$ cat src/rtl/irq_ctrl_pkg.sv
package irq_ctrl_pkg;
  localparam int ADDR_W   = 5;
  localparam int DATA_W   = 8;
  localparam logic [ADDR_W-1:0] CTRL_OFS = 5'h1E;
  localparam logic [ADDR_W-1:0] RSVD_OFS = 5'h0F;
  localparam int EDGE_BIT = 7;
  localparam int EN_BIT   = 6;

  typedef struct packed {
    logic edge_style;
    logic pin_enable;
  } irq_cfg_t;

  localparam irq_cfg_t CFG_RESET = '{edge_style: 1'b0, pin_enable: 1'b1};

  // Request equation: edge style uses the held edge, level style the synced low.
  function automatic logic irq_request(input irq_cfg_t cfg, input logic held,
                                       input logic pin_low);
    return cfg.pin_enable & (cfg.edge_style ? held : pin_low);
  endfunction

  function automatic logic [DATA_W-1:0] cfg_image(input irq_cfg_t cfg);
    logic [DATA_W-1:0] img;
    img = '0;
    img[EDGE_BIT] = cfg.edge_style;
    img[EN_BIT]   = cfg.pin_enable;
    return img;
  endfunction
endpackage

$ cat src/rtl/irq_pin_sync.sv
module irq_pin_sync #(
  parameter int STAGES = 2
) (
  input  logic clk,
  input  logic rst_n,
  input  logic pin_async,
  output logic pin_sync,
  output logic pin_prev
);
  logic [STAGES-1:0] chain_q;
  logic              prev_q;

  generate
    for (genvar g = 0; g < STAGES; g++) begin : g_stage
      if (g == 0) begin : g_first
        always_ff @(posedge clk or negedge rst_n)
          if (!rst_n) chain_q[g] <= 1'b1;
          else        chain_q[g] <= pin_async;
      end else begin : g_next
        always_ff @(posedge clk or negedge rst_n)
          if (!rst_n) chain_q[g] <= 1'b1;
          else        chain_q[g] <= chain_q[g-1];
      end
    end
  endgenerate

  always_ff @(posedge clk or negedge rst_n)
    if (!rst_n) prev_q <= 1'b1;
    else        prev_q <= chain_q[STAGES-1];

  assign pin_sync = chain_q[STAGES-1];
  assign pin_prev = prev_q;

  AST_SYNC_FOLLOWS: assert property (@(posedge clk) disable iff (!rst_n)
    1'b1 |=> (pin_prev == $past(pin_sync)));
endmodule

$ cat src/rtl/irq_cfg_regs.sv
module irq_cfg_regs
  import irq_ctrl_pkg::*;
(
  input  logic              clk,
  input  logic              rst_n,
  input  logic              special_mode,
  input  logic              bus_sel,
  input  logic              bus_wr,
  input  logic [ADDR_W-1:0] bus_addr,
  input  logic [DATA_W-1:0] bus_wdata,
  output logic [DATA_W-1:0] bus_rdata,
  output irq_cfg_t          cfg
);
  irq_cfg_t cfg_q;
  logic     edge_locked_q;
  logic     wr_ctrl;
  logic     edge_wr_ok;

  assign wr_ctrl    = bus_sel & bus_wr & (bus_addr == CTRL_OFS);
  assign edge_wr_ok = special_mode | ~edge_locked_q;

  always_ff @(posedge clk or negedge rst_n) begin
    if (!rst_n) begin
      cfg_q         <= CFG_RESET;
      edge_locked_q <= 1'b0;
    end else if (wr_ctrl) begin
      cfg_q.pin_enable <= bus_wdata[EN_BIT];
      if (edge_wr_ok) cfg_q.edge_style <= bus_wdata[EDGE_BIT];
      if (!special_mode) edge_locked_q <= 1'b1;
    end
  end

  always_comb begin
    bus_rdata = '0;
    if (bus_sel && bus_addr == CTRL_OFS) bus_rdata = cfg_image(cfg_q);
  end

  assign cfg = cfg_q;

  AST_EDGE_LOCKED: assert property (@(posedge clk) disable iff (!rst_n)
    (wr_ctrl && !special_mode && edge_locked_q) |=> $stable(cfg_q.edge_style));
  AST_EN_TAKES_WRITE: assert property (@(posedge clk) disable iff (!rst_n)
    wr_ctrl |=> (cfg_q.pin_enable == $past(bus_wdata[EN_BIT])));
  AST_RSVD_ZERO: assert property (@(posedge clk) disable iff (!rst_n)
    (bus_addr == RSVD_OFS) |-> (bus_rdata == '0));
  AST_LOW_BITS_ZERO: assert property (@(posedge clk) disable iff (!rst_n)
    bus_rdata[5:0] == 6'd0);
endmodule

$ cat src/rtl/irq_edge_hold.sv
module irq_edge_hold
  import irq_ctrl_pkg::*;
(
  input  logic     clk,
  input  logic     rst_n,
  input  irq_cfg_t cfg,
  input  logic     pin_sync,
  input  logic     pin_prev,
  input  logic     ack,
  output logic     fall_evt,
  output logic     held_q,
  output logic     req
);
  logic set_hold;

  assign fall_evt = pin_prev & ~pin_sync;
  assign set_hold = fall_evt & cfg.edge_style & cfg.pin_enable;

  always_ff @(posedge clk or negedge rst_n) begin
    if (!rst_n)              held_q <= 1'b0;
    else if (!cfg.pin_enable) held_q <= 1'b0;
    else if (set_hold)       held_q <= 1'b1;
    else if (ack)            held_q <= 1'b0;
  end

  assign req = irq_request(cfg, held_q, ~pin_sync);

  AST_HOLD_NEEDS_EN: assert property (@(posedge clk) disable iff (!rst_n)
    !cfg.pin_enable |=> !held_q);
  AST_HOLD_KEEPS: assert property (@(posedge clk) disable iff (!rst_n)
    (held_q && !ack && cfg.pin_enable) |=> held_q);
  AST_REQ_NEEDS_EN: assert property (@(posedge clk) disable iff (!rst_n)
    req |-> cfg.pin_enable);
  AST_ACK_CLEARS: assert property (@(posedge clk) disable iff (!rst_n)
    (ack && !fall_evt) |=> !held_q);
endmodule

$ cat src/rtl/irq_pin_ctrl.sv
module irq_pin_ctrl
  import irq_ctrl_pkg::*;
#(
  parameter int SYNC_STAGES = 2
) (
  input  logic              clk,
  input  logic              rst_n,
  input  logic              special_mode,
  input  logic              bus_sel,
  input  logic              bus_wr,
  input  logic [ADDR_W-1:0] bus_addr,
  input  logic [DATA_W-1:0] bus_wdata,
  output logic [DATA_W-1:0] bus_rdata,
  input  logic              irq_pin_n,
  input  logic              irq_ack,
  output logic              irq_req
);
  irq_cfg_t cfg;
  logic     pin_sync, pin_prev, fall_evt, held_q;

  irq_cfg_regs u_regs (
    .clk(clk), .rst_n(rst_n), .special_mode(special_mode),
    .bus_sel(bus_sel), .bus_wr(bus_wr), .bus_addr(bus_addr),
    .bus_wdata(bus_wdata), .bus_rdata(bus_rdata), .cfg(cfg)
  );

  irq_pin_sync #(.STAGES(SYNC_STAGES)) u_sync (
    .clk(clk), .rst_n(rst_n), .pin_async(irq_pin_n),
    .pin_sync(pin_sync), .pin_prev(pin_prev)
  );

  irq_edge_hold u_hold (
    .clk(clk), .rst_n(rst_n), .cfg(cfg), .pin_sync(pin_sync),
    .pin_prev(pin_prev), .ack(irq_ack), .fall_evt(fall_evt),
    .held_q(held_q), .req(irq_req)
  );

  AST_EDGE_REQ_HELD: assert property (@(posedge clk) disable iff (!rst_n)
    (cfg.edge_style && held_q && cfg.pin_enable) |-> irq_req);
  AST_FALL_ONE_CYCLE: assert property (@(posedge clk) disable iff (!rst_n)
    fall_evt |=> !fall_evt);
endmodule

$ cat config.mk
export PLATFORM = sky130hd
export DESIGN_NAME = irq_pin_ctrl
export DESIGN_NICKNAME = d
export VERILOG_FILES = /design/src/rtl/irq_ctrl_pkg.sv /design/src/rtl/irq_pin_sync.sv /design/src/rtl/irq_cfg_regs.sv /design/src/rtl/irq_edge_hold.sv /design/src/rtl/irq_pin_ctrl.sv
export SDC_FILE = /design/constraint.sdc
export NUM_CORES = 1
export LEC_CHECK = 0
export ABC_AREA = 0
export BUFFER_PORTS_ARGS = -buffer_cell sky130_fd_sc_hd__buf_2
export CORE_AREA = 5 5 42 44
export CTS_CLUSTER_SIZE = 30
export DETAILED_ROUTE_END_ITERATION = 6
export DIE_AREA = 0 0 47 49
export GPL_ROUTABILITY_DRIVEN = 0
export GPL_TIMING_DRIVEN = 0
export MAX_ROUTING_LAYER = met4
export PLACE_DENSITY = 0.65
export SKIP_LAST_GASP = 1
export SYNTH_ARGS = -nofsm -noshare
export SYNTH_HDL_FRONTEND = slang
export SYNTH_SLANG_ARGS = --single-unit
$ cat constraint.sdc
create_clock -name clk -period 2.2 [get_ports clk]
set_input_delay 0.33 -clock clk [delete_from_list [all_inputs] [get_ports clk]]
set_output_delay 0.33 -clock clk [all_outputs]
set_load 0.05 [all_outputs]
==> results of run 1 <==
==> worst max-delay path: stages (launching register included) <==
cell	delay (ps)
dfstp_2	530
o21ai_0	60
and2_1	150
buf_2	200
==> layer usage <==
metal	routed length, um	global-route usage
met5	0	-
met4	14	0.0553
met3	67	0.0221
met2	390	0.120
met1	187	0.0566
==> layout by cell type (no fill, tap or decap) <==
master,count
o31ai_1,1
nand2_1,2
o21ai_0,1
inv_1,1
nor2b_1,1
nand3b_1,1
buf_2,16
clkbuf_1,1
dlygate4sd3_1,1
nor3_2,1
nand2b_1,1
dfrtp_1,3
a21boi_0,1
conb_1,6
clkbuf_4,3
mux2_2,2
nor2_1,2
nand4b_4,1
and2_1,3
nand3_1,1
dfstp_2,4
buf_4,6
==> what timing repair did <==
item,CTS,global route
endpoints found under the hold margin,3,0
hold buffers,1,0
buffers inserted,0,0
==> cells by family (layout without fill, tap and decap cells) <==
logic type             Yosys count  count (layout)  synth area share
muxes                            2               2            0.0612
DFF                              7               7             0.490
other                            1               6            0.0102
and+or+nand+nor                 13              13             0.252
buffers and inverters            7              28             0.133
AOI/OAI and AO/OA                3               3            0.0544
==> metrics by stage <==
stage | cell area [um2] | utilization
floorplan | 387 | -
global placement | 487 | 0.347
detailed placement | 487 | 0.347
CTS | 523 | 0.373
global route | 523 | 0.373
finish | 523 | 0.373
==> state kept, by name (all words and copies together) (netlist names) <==
register	cells
u_sync.pin_prev	1
u_regs.cfg	2
u_regs.edge_locked_q	1
u_sync.pin_sync	1
u_sync.chain_q	1
u_hold.held_q	1
==> layout make-up <==
class / instances / area, um2
tap: 16 / 20.0
sequential: 7 / 180
timing repair buffer: 17 / 90.1
fill: 159 / 878
buffer: 6 / 45.0
multi-input combinational: 24 / 158
inverter: 1 / 3.75
clock buffer: 4 / 26.3
==> where the power goes <==
group          switching, mW  total, mW  internal (mW)  leakage (nW)
sequential           0.00507      0.145          0.140        0.0783
combinational         0.0405     0.0656         0.0251         0.181
clock                 0.0419      0.111         0.0688        0.0150
==> final timing paths <==
kind,startpoint,endpoint,slack (ps),depth (start not counted)
max,u_sync.pin_sync$_DFF_PN1_,irq_req,680,3
min,irq_pin_n,u_sync.chain_q[0]$_DFF_PN1_,180,1
max reg2reg,u_regs.edge_locked_q$_DFFE_PN0P_,u_regs.cfg[1]$_DFFE_PN0P_,1120,3
min reg2reg,u_sync.chain_q[0]$_DFF_PN1_,u_sync.pin_sync$_DFF_PN1_,360,0
max in group asynchronous,rst_n,u_sync.pin_prev$_DFF_PN1_,1540,2
min in group asynchronous,rst_n,u_regs.cfg[1]$_DFFE_PN0P_,440,2
==> key figures, run 1 <==
Detailed routing
  • Wire per inst: 8.80 um
  • Detail Route Antenna Nets: 0
  • 1st-pass router iterations: 1
  • Vias per inst: 3.85
  • Vias: 289
  • Initial DRC Count: 0
  • Remaining DRCs: 0
  • Routed WL: about 660 um

Pwr
  • VDD IR max: around 0.29 mV
  • LEAKAGE: 0.274 nW
  • Final Power: 0.322 mW
  • Pwr dens: 615 nW/um2

Setup path
  • CP Capture Type: output pin
  • CP required: 1870 ps
  • Crit path launch type: flop
  • Critical path arrival: 1190 ps
  • Critical path type: reg -> out
  • Critical Path Fanout Max: 3

Worst hold path
  • Hold WC Path Type: in -> reg

STA
  • Total negative slack: 0 ps
  • Final Setup Violations: 0
  • Clock period minus worst slack: 1520 ps
  • Final Cycle Share: 0.691
  • WHS: around 180 ps
  • Final clock skew: 1.22 ps
  • Worst setup margin: between 600 and 700 ps
  • Slew Limit Fails: 0
  • RSZ-0062 raised after global routing: false
  • Max Clock Freq: 0.658 GHz
  • Hold Vio Cnt, Final: 0

Place
  • # port buffers: 16
  • Post-Place Setup Slack: 715 ps
  • Inst Count DP: 70

Yosys
  • EDFF count, synth: 0
  • Synthesis Warnings: 0
  • Main flop type after synthesis: dfstp_2
  • Seq cells post-synth: 7
  • Synth top area share: 0.286
  • Cell Area, Synth: approximately 370 um2
  • Seq/Total Area, Yosys: 0.490
  • Post-synthesis cell count: 33
  • Largest cells by area after synthesis: dfstp_2 29%, dfrtp_1 20%, buf_4 12%
  • Post-synth ARST share: 1.00
  • Unique masters post-synth: 18
  • Leading area contributor after synthesis: dfstp_2
  • Most frequent cells after synthesis: 6 x buf_4, 4 x dfstp_2, 3 x and2_1, 3 x dfrtp_1
  • Synth Area per Inst: approximately 11 um2
  • Most frequent cell after synthesis: buf_4

Clock tree
  • Clock Tree Root: clkbuf_4
  • CTS Sinks: 7
  • TritonCTS Buffers: 3
  • Clk_lat worst skew: 240 ps
  • CTS Buffer Depth: 2
  • Worst-path clk slew: 50 ps
  • CTS tree: built
  • # H-tree levels: 1
  • PostCTS Resize Cnt: 0

GRT
  • Antenna violations before repair: 0
  • Largest net degree at the start of global routing: 8
  • GRT Total Usage: 0.0700
  • First-pass GRT wire length: about 1100 um
  • Grt ovf: 0
  • Vias in the first global route: 292

Layout
  • Layout cell share with drive strength beyond 1: 0.559
  • Nets@finish: 80
  • Syn-to-layout area delta: 42.2%
  • Antenna fix cells: 0
  • Post-route insts no fill: 75

Die
  • Die area: ~2300 um2
  • Die W: 47 um
  • Placement Rows: 14
  • Initial core utilization: 0.263
  • Core ar.: 1400 um2
  • Die height: 49 um
  • I/O Pins: 29

Run
  • Total of max-cap violations: 0

Status
  • Status: finished, final reports clean
Power figures use the tool's default switching activity.
==> inputs of run 2 (changes only) <==
Settings changed: ABC_AREA 0 to 1, PLACE_DENSITY 0.65 to 0.67.
Clock period 2.2 ns to 1.6 ns, I/O delays scaled along.
==> run 2 against run 1 <==
Against the previous run: sequential share of layout area shrank 2.0 points; register-to-register slack got worse by 500 ps; design area grew 6.2%; synthesized cell count is 42% higher; sequential cell count stayed put; critical endpoint unchanged; largest cell class unchanged; synthesized area rose by 7.8%; core utilization increased by 2.3 points; critical path depth did not move; via count grew 21%; wire length increased by 14%.
==> key figures, run 2 <==
Status
  • Status: finished, final reports clean

Setup path
  • Top delay family on crit path: flip-flops
  • CP max stage delay: ~560 ps
  • Bufs and invs on worst path: 1
  • CP Capture Type: output pin
  • Critical path arrival: 1270 ps
  • Crit path launch type: flop
  • Critical path type: reg -> out
  • CP required: roughly 1400 ps
  • Slowest cell on the critical path: dfstp_2
  • Critical Path Fanout Max: 4
  • Crit path cell chain: o21ai_0 > a21oi_2 > buf_2

GRT
  • GRT Total Usage: 0.0779
  • First-pass GRT wire length: 1320 um
  • Antenna violations before repair: 0
  • Grt ovf: 0
  • Vias in the first global route: 338
  • Largest net degree at the start of global routing: 8

Detailed routing
  • DR WL met2: between 300 and 400 um
  • Vias: 351
  • M1 WL: 308 um
  • WL met3: 59 um
  • Routed WL: 751 um
  • Vias per inst: 3.94
  • Remaining DRCs: 0
  • Detail Route Antenna Nets: 0
  • 1st-pass router iterations: 2
  • Wire per inst: 8.44 um
  • Top Layer Used: met3
  • Initial DRC Count: 7

Layout
  • Flip-flop count of the largest register after layout: 2
  • Layout cell share with drive strength beyond 1: 0.493
  • Post-route insts no fill: 89
  • Most common cell after layout, fill and taps aside: buf_2
  • Design area: about 560 um2
  • Nets@finish: 94
  • Syn-to-layout area delta: 40.1%
  • Antenna fix cells: 0
  • Most frequent cells in the layout: 16 x buf_2, 9 x inv_1, 7 x nand2_1

Clock tree
  • CTS tree: built
  • # H-tree levels: 1
  • CTS Buffer Depth: 2
  • TritonCTS Buffers: 3
  • CTS Sinks: 7
  • Clk_lat worst skew: 240 ps
  • Worst-path clk slew: 50 ps
  • Clock Tree Root: clkbuf_4

Yosys
  • Most frequent cell after synthesis: inv_1
  • Post-synth ARST share: 1.00
  • Leading area contributor after synthesis: dfstp_2
  • Post-synthesis cell count: 47
  • Seq cells post-synth: 7
  • Synth Area per Inst: 8.44 um2
  • Main flop type after synthesis: dfstp_2
  • Unique masters post-synth: 16
  • EDFF count, synth: 0
  • Synthesis Warnings: 0
  • Seq/Total Area, Yosys: 0.454
  • Synth top area share: 0.265
  • Cell Area, Synth: 397 um2
  • Most frequent cells after synthesis: 9 x inv_1, 7 x nand2_1, 6 x buf_4
  • Largest cells by area after synthesis: dfstp_2 26%, dfrtp_1 19%, buf_4 11%

Die
  • Core ar.: 1400 um2
  • Die W: 47 um
  • Placement Rows: 14
  • Initial core utilization: 0.283
  • Die area: 2300 um2
  • I/O Pins: 29
  • Die height: a little under 50 um

Place
  • Placed Instance Area: roughly 520 um2
  • Inst Count DP: 84
  • HPWL after DPL: approximately 660 um
  • # port buffers: 16

STA
  • Clock period minus worst slack: 1510 ps
  • Final Setup Violations: 0
  • Slew Limit Fails: 0
  • Max Clock Freq: 0.662 GHz
  • Final Cycle Share: 0.944
  • Hold Vio Cnt, Final: 0
  • Final clock skew: 4.70 ps
  • RSZ-0062 raised after global routing: false
  • Total negative slack: 0 ps

Run
  • Total of max-cap violations: 0

Pwr
  • Final Power: 0.469 mW
  • VDD IR max: between 0.4 and 0.5 mV
  • Pwr dens: 844 nW/um2
  • LEAKAGE: roughly 0.31 nW

Worst hold path
  • Hold WC Path Type: in -> reg
==> run 2: changes by cell type after synthesis, sizes merged, moves of 2 or more <==
| cell | delta |
|---|---|
| and2 | -3 |
| mux2 | -2 |
| nand4 | +3 |
| nor2 | +3 |
| inv | +8 |
| nand2 | +8 |
==> run 2: logic make-up after synthesis <==
| family | count (synthesis) | synth area share |
|---|---|---|
| flops | 7 | 0.454 |
| other cells | 1 | 0.00945 |
| simple gates | 20 | 0.265 |
| compound gates | 4 | 0.0725 |
| buf+inv | 15 | 0.199 |
==> run 2: worst reg2reg max path, stage by stage, from the launching register on <==
cell	delay, ps
dfstp_2	560
inv_1	70
o31ai_1	260
==> run 2: worst paths after layout <==
path	startpoint	endpoint	slack (ps)	depth (start not counted)
max in group asynchronous	rst_n	u_sync.chain_q[0]$_DFF_PN1_	1020	2
hold / removal	irq_pin_n	u_sync.chain_q[0]$_DFF_PN1_	100	1
min in group asynchronous	rst_n	u_regs.edge_locked_q$_DFFE_PN0P_	350	2
setup reg to reg	u_regs.cfg[0]$_DFFE_PN1P_	u_hold.held_q$_DFFE_PN0P_	620	2
hold reg to reg	u_sync.chain_q[0]$_DFF_PN1_	u_sync.pin_sync$_DFF_PN1_	350	0
setup / recovery	u_regs.cfg[0]$_DFFE_PN1P_	irq_req	90	3
==> run 2: layout make-up <==
| type | instances | area [um2] |
|---|---|---|
| Sequential cell | 7 | 180 |
| Clock buffer | 4 | 26.3 |
| Tap cell | 16 | 20.0 |
| Inverter | 9 | 33.8 |
| Buffer | 6 | 45.0 |
| Timing Repair Buffer | 17 | 90.1 |
| Multi-Input combinational cell | 30 | 160 |
| Fill cell | 163 | 846 |
==> run 2: where the power goes <==
part | internal, mW | switching [mW] | total (mW)
logic | 0.0371 | 0.0691 | 0.106
clock network | 0.0948 | 0.0599 | 0.155
registers | 0.197 | 0.0111 | 0.208
total | 0.329 | 0.140 | 0.469
==> run 2: routing by layer <==
metal | vias up | global-route usage
met1 | 157 | 0.0971
met3 | 0 | 0.0221
met4 | 0 | 0.0276
met5 | - | -
met2 | 9 | 0.118
li1 | 185 | -
==> run 2: through the flow <==
stage / setup slack, ps / utilization / hold WS (ps)
5_1_grt: 25.2 / 0.396 / 83.8
4_1_cts: 66.0 / 0.396 / 81.9
3_3_place_gp: 350 / 0.371 / 73.3
3_5_place_dp: 342 / 0.371 / 76.1
6_report: 89.2 / 0.396 / 95.4
2_1_floorplan: 130 / - / -55.6
==> run 2: what timing repair did <==
item                      in CTS  in global routing
setup buffers                  0                  0
hold buffers                   1                  0
hold endpoints to repair       3                  0
gates resized for setup        0                  0
==> inputs of run 3 (changes only) <==
Settings changed: BUFFER_PORTS_ARGS -buffer_cell sky130_fd_sc_hd__buf_2 to -buffer_cell sky130_fd_sc_hd__buf_4.
==> run 3 against run 2 <==
Against the previous run: sequential share of layout area decreased by 2.2 points; combinational power increased by 10%; non-clock buffer count unchanged; clock power about the same; final cell count unchanged; core utilization increased by 2.9 points; setup slack improved by 41 ps; critical endpoint unchanged.
==> key figures, run 3 (same netlist as run 2, synthesis figures left out) <==
Status
  • Status: finished, final reports clean

Clock tree
  • CTS Sinks: 7
  • Setup Buffers After CTS: 0
  • CTS Buffer Depth: 2
  • Worst-path clk slew: 50 ps
  • # H-tree levels: 1
  • TritonCTS Buffers: 3
  • CTS tree: built
  • Clk_lat worst skew: 240 ps
  • PostCTS Resize Cnt: 0
  • Clock Tree Root: clkbuf_4

Worst hold path
  • Hold WC Path Type: in -> reg

Layout
  • Fillers: between 100 and 150
  • Flip-flop count of the largest register after layout: 2
  • Storage cell area: 180 um2
  • Antenna fix cells: 0
  • Syn-to-layout area delta: 50.2%
  • Nets@finish: 94
  • Most common cell after layout, fill and taps aside: buf_4
  • Area of the multi-input gates: 160 um2
  • Most frequent cells in the layout: 22 x buf_4, 9 x inv_1, 7 x nand2_1
  • Final Core Density: 0.425
  • Layout cell share with drive strength beyond 1: 0.493
  • Post-route insts no fill: 89

STA
  • RSZ-0062 raised after global routing: false
  • Final Setup Violations: 0
  • Clock period minus worst slack: ~1500 ps
  • Final Cycle Share: 0.919
  • Final clock skew: 1.09 ps
  • Total negative slack: 0 ps
  • Hold Vio Cnt, Final: 0
  • Max Clock Freq: a little under 0.7 GHz
  • Slew Limit Fails: 0

Setup path
  • CP Capture Type: output pin
  • Critical Path Fanout Max: 2
  • Crit path launch type: flop
  • Critical path arrival: 1230 ps
  • Critical path type: reg -> out
  • CP required: 1360 ps

Detailed routing
  • 1st-pass router iterations: 2
  • Vias: 344
  • Routed WL: about 740 um
  • Wire per inst: 8.31 um
  • Detail Route Antenna Nets: 0
  • Vias per inst: 3.87
  • Initial DRC Count: 4
  • Remaining DRCs: 0

GRT
  • Grt ovf: 0
  • Largest net degree at the start of global routing: 8
  • Antenna violations before repair: 0
  • First-pass GRT wire length: 1300 um
  • GRT Total Usage: 0.0787
  • Vias in the first global route: 321

Pwr
  • LEAKAGE: between 0.3 and 0.4 nW
  • VDD IR max: 0.440 mV
  • Pwr dens: between 800 and 900 nW/um2

Die
  • Die area: 2300 um2
  • Placement Rows: 14
  • I/O Pins: 29
  • Core ar.: 1400 um2
  • Initial core utilization: 0.283
  • Die height: 49 um
  • Die W: 47 um

Run
  • Total of max-cap violations: 0

Place
  • HPWL after DPL: 646 um
  • Inst Count DP: 84
  • # port buffers: 16
-- run 3: repair_timing --
item / in CTS / in global routing
endpoints found under the setup margin: 0 / 0
hold buffers: 1 / 0
hold endpoints to repair: 7 / 0
-- run 3: per-layer routing --
layer  vias to the layer above  share of wire  GRT usage
met2                         9           0.50      0.104
met3                         0          0.074     0.0443
met1                       150           0.42      0.106
li1                        185              -          -
met5                         -              0          -
met4                         0              0     0.0138
-- run 3: final cells by class --
cell class / instances / share of cell area
Clock buffer: 4 / 0.0441
Multi-Input combinational cell: 30 / 0.269
Inverter: 9 / 0.0567
Timing Repair Buffer: 17 / 0.218
Sequential cell: 7 / 0.303
Buffer: 6 / 0.0756
Tap cell: 16 / 0.0336
-- run 3: report_power, final --
| part | internal [mW] | total, mW | switching (mW) |
|---|---|---|---|
| Combinational | 0.0475 | 0.117 | 0.0692 |
| Clock | 0.0948 | 0.154 | 0.0592 |
| Sequential | 0.197 | 0.207 | 0.0104 |
| Total | 0.339 | 0.478 | 0.139 |
-- run 3: per-stage QoR --
stage	setup WS, ps	power [mW]	cell area, um2	hold WS (ps)
3_3_place_gp	393	0.324	559	52.9
5_1_grt	26.1	0.521	596	75.3
3_5_place_dp	368	0.326	559	55.7
4_1_cts	95.0	0.490	596	89.5
2_1_floorplan	130	0.285	419	-55.6
6_report	130	0.478	596	102
-- run 3: worst paths after layout --
path                                              from                          end  depth (start not counted)  slack (ps)
setup reg to reg             u_regs.cfg[0]$_DFFE_PN1P_    u_hold.held_q$_DFFE_PN0P_                          2         650
hold / removal                               irq_pin_n  u_sync.chain_q[0]$_DFF_PN1_                          1         100
hold reg to reg            u_sync.chain_q[0]$_DFF_PN1_    u_sync.pin_sync$_DFF_PN1_                          0         350
max in group asynchronous                        rst_n  u_sync.chain_q[0]$_DFF_PN1_                          2        1060
setup / recovery             u_sync.pin_sync$_DFF_PN1_                      irq_req                          4         130
min in group asynchronous                        rst_n    u_regs.cfg[1]$_DFFE_PN0P_                          2         340
-- run 3: critical path: stages, from the launching register on --
cell     delay (ps)
dfstp_2         520
inv_1            40
o21ai_0         190
a21oi_2          50
buf_4           190
